===== config.mk =====
export PLATFORM = sky130hd
export DESIGN_NAME = cpc_top
export DESIGN_NICKNAME = d
export VERILOG_FILES = /design/src/rtl/cpc_pkg.sv /design/src/rtl/cpc_ctrl_reg.sv /design/src/rtl/cpc_policy.sv /design/src/rtl/cpc_top.sv
export SDC_FILE = /design/constraint.sdc
export NUM_CORES = 1
export LEC_CHECK = 0
export BUFFER_PORTS_ARGS = -buffer_cell sky130_fd_sc_hd__buf_4
export CAP_MARGIN = 20
export CORE_UTILIZATION = 27
export CTS_CLUSTER_SIZE = 25
export DETAILED_ROUTE_END_ITERATION = 7
export PLACE_DENSITY_LB_ADDON = 0.2
export SYNTH_ARGS = -nofsm -noshare
export SYNTH_HDL_FRONTEND = slang
export SYNTH_HIERARCHICAL = 1
export SYNTH_SLANG_ARGS = --single-unit

===== constraint.sdc =====
create_clock -name clk -period 0.9 [get_ports clk]
set_input_delay 0.045 -clock clk [delete_from_list [all_inputs] [get_ports clk]]
set_output_delay 0.045 -clock clk [all_outputs]
set_load 0.01 [all_outputs]

===== src/rtl/cpc_pkg.sv =====
package cpc_pkg;

  typedef enum logic [1:0] {
    POL_NC = 2'b00,
    POL_WT = 2'b01,
    POL_WB = 2'b10
  } cpc_pol_e;

  localparam int unsigned CTL_W      = 3;
  localparam int unsigned BIT_SHWT   = 0;
  localparam int unsigned BIT_ECCOFF = 1;
  localparam int unsigned BIT_FWT    = 2;

  // Bits software may change for a given build.
  function automatic logic [CTL_W-1:0] wr_mask(bit has_d, bit has_e);
    logic [CTL_W-1:0] m;
    m = '0;
    m[BIT_SHWT]   = has_d;
    m[BIT_FWT]    = has_d;
    m[BIT_ECCOFF] = has_d & has_e;
    return m;
  endfunction

  // Constant value of the bits that are not writable.
  function automatic logic [CTL_W-1:0] fixed_val(bit has_d, bit has_i, bit has_e);
    logic [CTL_W-1:0] v;
    v = '0;
    v[BIT_ECCOFF] = !has_e || (!has_d && !has_i);
    return v;
  endfunction

  // Effective data-cache policy for one access.
  function automatic cpc_pol_e resolve(bit has_d, logic [CTL_W-1:0] ctl,
                                       logic cach, logic shr, logic wb);
    cpc_pol_e p;
    if (!has_d || !cach)  p = POL_NC;
    else if (shr)         p = ctl[BIT_SHWT] ? POL_WT : POL_NC;
    else if (ctl[BIT_FWT]) p = POL_WT;
    else                  p = wb ? POL_WB : POL_WT;
    return p;
  endfunction

endpackage


===== src/rtl/cpc_ctrl_reg.sv =====
module cpc_ctrl_reg
  import cpc_pkg::*;
#(
  parameter bit HAS_DCACHE = 1'b1,
  parameter bit HAS_ICACHE = 1'b1,
  parameter bit HAS_ECC    = 1'b1,
  parameter int unsigned ADDR_W = 12,
  parameter int unsigned DATA_W = 32,
  parameter logic [ADDR_W-1:0] REG_ADDR = 'h0A0
) (
  input  logic              clk,
  input  logic              rst_n,
  input  logic              bus_sel,
  input  logic              bus_we,
  input  logic [ADDR_W-1:0] bus_addr,
  input  logic [DATA_W-1:0] bus_wdata,
  output logic [DATA_W-1:0] bus_rdata,
  output logic              bus_rvalid,
  output logic [CTL_W-1:0]  ctl_bits
);

  localparam logic [CTL_W-1:0] WR_MASK   = wr_mask(HAS_DCACHE, HAS_ECC);
  localparam logic [CTL_W-1:0] FIXED_VAL = fixed_val(HAS_DCACHE, HAS_ICACHE, HAS_ECC);
  localparam int unsigned      RSVD_W    = DATA_W - CTL_W;

  logic addr_hit, wr_hit, rd_fire, rd_hit;
  logic wdata_unused;

  assign addr_hit     = (bus_addr == REG_ADDR);
  assign wr_hit       = bus_sel & bus_we & addr_hit;
  assign rd_fire      = bus_sel & ~bus_we;
  assign rd_hit       = rd_fire & addr_hit;
  assign wdata_unused = ^bus_wdata;

  for (genvar b = 0; b < CTL_W; b++) begin : g_bit
    if (WR_MASK[b]) begin : g_rw
      logic bq;
      always_ff @(posedge clk or negedge rst_n) begin
        if (!rst_n)      bq <= 1'b0;
        else if (wr_hit) bq <= bus_wdata[b];
      end
      assign ctl_bits[b] = bq;
    end else begin : g_ro
      assign ctl_bits[b] = FIXED_VAL[b];
    end
  end

  always_ff @(posedge clk or negedge rst_n) begin
    if (!rst_n) begin
      bus_rdata  <= '0;
      bus_rvalid <= 1'b0;
    end else begin
      bus_rvalid <= rd_fire;
      if (rd_fire) bus_rdata <= rd_hit ? {{RSVD_W{1'b0}}, ctl_bits} : '0;
    end
  end


  rsvd_zero_chk: assert property (@(posedge clk) disable iff (!rst_n)
    bus_rvalid |-> (bus_rdata[DATA_W-1:CTL_W] == '0));


  rvalid_follow_chk: assert property (@(posedge clk) disable iff (!rst_n)
    rd_fire |=> bus_rvalid);


  rvalid_idle_chk: assert property (@(posedge clk) disable iff (!rst_n)
    !rd_fire |=> !bus_rvalid);


  ctl_hold_chk: assert property (@(posedge clk) disable iff (!rst_n)
    !wr_hit |=> $stable(ctl_bits));

endmodule


===== src/rtl/cpc_policy.sv =====
module cpc_policy
  import cpc_pkg::*;
#(
  parameter bit HAS_DCACHE = 1'b1
) (
  input  logic             clk,
  input  logic             rst_n,
  input  logic [CTL_W-1:0] ctl_bits,
  input  logic             acc_cacheable,
  input  logic             acc_shareable,
  input  logic             acc_writeback,
  output cpc_pol_e         pol
);

  logic shared_path, force_path;

  assign shared_path = acc_cacheable & acc_shareable;
  assign force_path  = acc_cacheable & ~acc_shareable & ctl_bits[BIT_FWT];

  assign pol = resolve(HAS_DCACHE, ctl_bits, acc_cacheable, acc_shareable, acc_writeback);


  nc_pass_chk: assert property (@(posedge clk) disable iff (!rst_n)
    !acc_cacheable |-> (pol == POL_NC));


  shared_bypass_chk: assert property (@(posedge clk) disable iff (!rst_n)
    (shared_path && !ctl_bits[BIT_SHWT]) |-> (pol == POL_NC));


  force_wt_chk: assert property (@(posedge clk) disable iff (!rst_n)
    force_path |-> (pol != POL_WB));

  if (!HAS_DCACHE) begin : g_nod

    no_dcache_nc_chk: assert property (@(posedge clk) disable iff (!rst_n)
      pol == POL_NC);
  end

endmodule


===== src/rtl/cpc_top.sv =====
module cpc_top
  import cpc_pkg::*;
#(
  parameter bit HAS_DCACHE = 1'b1,
  parameter bit HAS_ICACHE = 1'b1,
  parameter bit HAS_ECC    = 1'b1,
  parameter int unsigned ADDR_W = 12,
  parameter int unsigned DATA_W = 32,
  parameter logic [ADDR_W-1:0] REG_ADDR = 'h0A0
) (
  input  logic              clk,
  input  logic              rst_n,
  input  logic              bus_sel,
  input  logic              bus_we,
  input  logic [ADDR_W-1:0] bus_addr,
  input  logic [DATA_W-1:0] bus_wdata,
  output logic [DATA_W-1:0] bus_rdata,
  output logic              bus_rvalid,
  input  logic              acc_cacheable,
  input  logic              acc_shareable,
  input  logic              acc_writeback,
  output logic [1:0]        pol_out,
  output logic              ecc_en
);

  logic [CTL_W-1:0] ctl_bits;
  cpc_pol_e         pol;

  cpc_ctrl_reg #(
    .HAS_DCACHE(HAS_DCACHE), .HAS_ICACHE(HAS_ICACHE), .HAS_ECC(HAS_ECC),
    .ADDR_W(ADDR_W), .DATA_W(DATA_W), .REG_ADDR(REG_ADDR)
  ) u_reg (
    .clk(clk), .rst_n(rst_n), .bus_sel(bus_sel), .bus_we(bus_we),
    .bus_addr(bus_addr), .bus_wdata(bus_wdata), .bus_rdata(bus_rdata),
    .bus_rvalid(bus_rvalid), .ctl_bits(ctl_bits)
  );

  cpc_policy #(.HAS_DCACHE(HAS_DCACHE)) u_pol (
    .clk(clk), .rst_n(rst_n), .ctl_bits(ctl_bits),
    .acc_cacheable(acc_cacheable), .acc_shareable(acc_shareable),
    .acc_writeback(acc_writeback), .pol(pol)
  );

  assign pol_out = pol;
  assign ecc_en  = ~ctl_bits[BIT_ECCOFF];


  ecc_level_chk: assert property (@(posedge clk) disable iff (!rst_n)
    !(bus_sel && bus_we) |=> $stable(ecc_en));

endmodule


# == Yosys cells after proc, flatten, opt, wreduce, memory -nomap -nowiden ==
# Index checks and enable logic that the tools add are counted.
# totals
output_inout_bits,36
input_bits,51
reg_bits,36
elab_cells,18
# op_classes
n_eq_ne,1
mux,6
bitwise,6
# op_table
cell,count
$eq 12x8->1 const B,1
$mux 2,4
$and 1x1->1,4
$mux 3,1
$not 1->1,2
$mux 1,1

# == Depth between registers and ports, before layout ==
# logic_depth
ltp_word,4
depth_mapped,4
depth_no_buf,4

# == Modules after synthesis ==
# The synthesis kept the hierarchy.
# by_module_without_submodules
mod,area_per_inst_um2,seq_area_each_um2,cells_each,instances
cpc_ctrl_reg,593.1,175.2,60,1
cpc_policy,28.8,0.0,4,1
cpc_top,3.8,0.0,1,1

# == Worst setup path after synthesis ==
# OpenSTA, ideal clock, no wires.
# synth_path
kind,reg-to-output
start,reg u_reg.g_bit[2].g_rw.bq
end,out pol_out[1]
arrival_ns,0.968
n_path_buf,1
setup_slack_ns,-0.113
t_required_ns,0.855
stages_incl_launch_ff,3
path_cell_list,dfrtp_1 -> buf_4 -> nor4b_1
# synth_via
elab_chain_cells,3
# synth_rtl
element,line,source
start: declaration,cpc_ctrl_reg.sv:37,logic bq;
start signal: assignment,cpc_ctrl_reg.sv:40,else if (wr_hit) bq <= bus_wdata[b];
$mux 2,cpc_pkg.sv:38,else if (ctl[BIT_FWT]) p = POL_WT;
$mux 2,cpc_pkg.sv:37,else if (shr) p = ctl[BIT_SHWT] ? POL_WT : POL_NC;
$mux 2,cpc_pkg.sv:36,if (!has_d || !cach) p = POL_NC;
end: declaration,cpc_top.sv:22,"output logic [1:0] pol_out,"
# No other way between the ends.

# == Final worst setup path ==
# layout_path
start,reg u_reg.g_bit[2].g_rw.bq
end,out pol_out[0]
# Same word-level chain as after synthesis.

==> results.md <==
- Clock sinks: 7
- Reg2reg path depth: 2
- Pre-antenna DRT Iters: 3
- RR Startpoint: u_reg/g_bit[2].g_rw.bq$_DFFE_PN0P_
- Worst Setup Path Type: reg2out
- DR iter-0 viols: 8
- CTS tree: yes
- Fmax: 884 MHz
- Drt drc: 0
- Startpoint types: flip-flop
- VDD IR-drop max: 0.624 mV
- Tcrit/Tclk final: 126%
- Clock skew: 0.000681 ns
- Hold WC Path Type: in2reg
- CTS H-tree depth: 1
- Post-Synth Adder-Cell Area: 0%
- Post-place setup slack: -0.220 ns
- Arrival @ worst endpoint: 1.09 ns
- Max clock buf depth: 2
- Worst-path clk slew: 0.05 ns
- Final Hold Fails: 0
- Pin count of the biggest net entering global routing: 8
- Antenna viol nets, final: 0
- Synth cell types: 15
- Compound-Gate Fraction of Synth Area: 4.00%
- XOR/XNOR Fraction of Synth Area: 0%
- Syn Std Cell Area: 626 um2
- Avg Cell Area, Syn: 9.62 um2
- Mux contribution to synthesized area: 5.40%
- Top-level I/O count: 87
- Core box area: 2190 um2
- DR vias/cell: 3.58
- Status: finished, violations left
- Diode count: 0
- Port bufs: 28
- GRT overflow: 0
- Initial Utilization: 28.6%
- Critical Path RT: 0.85 ns
- Pwr Density: 975 nW/um2
- HPWL Detailed: 865 um
- Max-slew violations: 0
- Simple-Gate Fraction of Synth Area: 21.8%
- First-pass GRT wire length: 1620 um
- Mapped Cells: 65
- R2R setup slack: -0.05 ns
- DR vias: 447
- Seq/Total Area, Yosys: 28.0%
- CTS Root Cell: clkbuf_4
- Vias in the first global route: 403
- Yosys warnings: 6
- Critical Path Sink: pol_out[0]
- P&R area growth vs syn: 30.8%
- #FFs+latches synth: 7
- Die Wd: 50.1 um
- Placer Congestion: 0.661
- CP endpoint kind: primary output
- Final WS setup: -0.231 ns
- Post-Route WL: 1040 um
- Initial antenna violation count: 0
- Worst-path maximum fanout: 3
- Share of layout cells above drive strength 1: 41.2%
- Layout net count: 149
- Rows: 17
- Most common cell after layout, fill and taps aside: conb_1
- Min cycle time layout: 1.13 ns
- Wire per inst: 8.32 um
- DIE AREA: 2510 um2
- Max cap viols: 0
- CTS buffer count: 3
- Gr usage total: 8.98%
- Clock latency on the worst-skew pair: 0.25 ns
- Final setup viols: 4
- Pleak: 0.000454 uW
- CP startpoint: u_reg/g_bit[2].g_rw.bq$_DFFE_PN0P_
- Commonest non-fill, non-tap cells in the layout: conb_1 (29), buf_4 (28), dfrtp_1 (7), nand2_1 (6)
- Unrepaired setup endpoints after global routing: yes
- Largest family of logic cells by synthesized area: buffers and inverters
- R2r endpoint: u_reg/g_bit[2].g_rw.bq$_DFFE_PN0P_
- Die Y: 50.1 um
- Failing checks: setup timing
- Pwr Total: 798 uW
-- metal layers --
layer / share of wire (%) / track usage (%) / wire length [um]
met4: 0.29 / 7.14 / 3
met2: 50 / 14.7 / 519
met3: 8.8 / 2.12 / 91
met1: 41 / 9.83 / 425
met5: 0 / 0 / 0
-- critical path, stage by stage (launching register included) --
cell and delay [ns]:
dfrtp_1 0.40, o311a_1 0.31, buf_6 0.13
-- logic make-up after synthesis --
| logic type | Yosys count |
|---|---|
| flops | 7 |
| mux | 3 |
| simple gates | 15 |
| buf+inv | 35 |
| compound gates | 4 |
| other cells | 1 |
-- flip-flops by register name, indices dropped and copies added (netlist names) --
signal,cells
u_reg/g_bit.g_rw.bq,3
u_reg/bus_rvalid,1
u_reg/bus_rdata,3
-- through the flow --
stage	util (%)	setup TNS (ns)	cell area (um2)	std cells	hold slack, ns
floorplan	-	-0.100	737	93	-0.251
global placement	34.2	-0.712	749	118	-0.136
detailed placement	34.2	-0.734	749	118	-0.137
CTS	36.8	-0.534	807	125	0.00498
global route	37.4	-0.700	818	125	0.00243
finish	37.4	-0.487	818	125	0.0142
-- how the worst min path moves through the flow --
stage                  from                                  to  cells past startpoint
5_1_grt        bus_wdata[2]  u_reg/g_bit[2].g_rw.bq$_DFFE_PN0P_                      2
6_report       bus_wdata[2]  u_reg/g_bit[2].g_rw.bq$_DFFE_PN0P_                      2
4_1_cts        bus_wdata[2]  u_reg/g_bit[2].g_rw.bq$_DFFE_PN0P_                      2
2_1_floorplan         rst_n      u_reg/bus_rdata[0]$_DFFE_PN0N_                      0
3_3_place_gp          rst_n      u_reg/bus_rdata[2]$_DFFE_PN0N_                      1
3_5_place_dp          rst_n      u_reg/bus_rdata[2]$_DFFE_PN0N_                      1
-- power breakdown --
group | leakage, uW | internal [uW] | switching (uW) | total, uW
clock network | 0.0000150 | 169 | 114 | 283
registers | 0.0000967 | 318 | 0.811 | 319
logic | 0.000342 | 90.6 | 106 | 196
total | 0.000454 | 577 | 221 | 798
-- cell type report --
type / count / area (um2)
clock buffer: 4 / 26.3
fill: 228 / 1370
inverter: 3 / 11.3
multi-input combinational: 51 / 318
sequential: 7 / 175
tap: 28 / 35.0
timing repair buffer: 32 / 253
-- Yosys cell counts --
cell,number,share of area (%)
nor4b_1,1,1.4
nor4_4,1,3.4
dfrtp_1,7,28
buf_4,32,38
conb_1,1,0.60
nand4_2,1,2.0
o311a_1,1,1.6
o21ai_0,3,2.4
inv_1,3,1.8
nand2_1,6,3.6
mux2_1,3,5.4
and2_1,1,1.0
nand3_1,1,0.80
nand2b_1,2,2.0
nor4b_4,2,7.6
-- timing repair --
action,CTS,global route
hold endpoints to repair,8,0
pin swaps,1,2
endpoints found under the setup margin,2,6
hold buffers,2,0
setup buffers,1,0
gates resized for setup,1,3
Note: power is estimated with default switching activity, not from simulation.
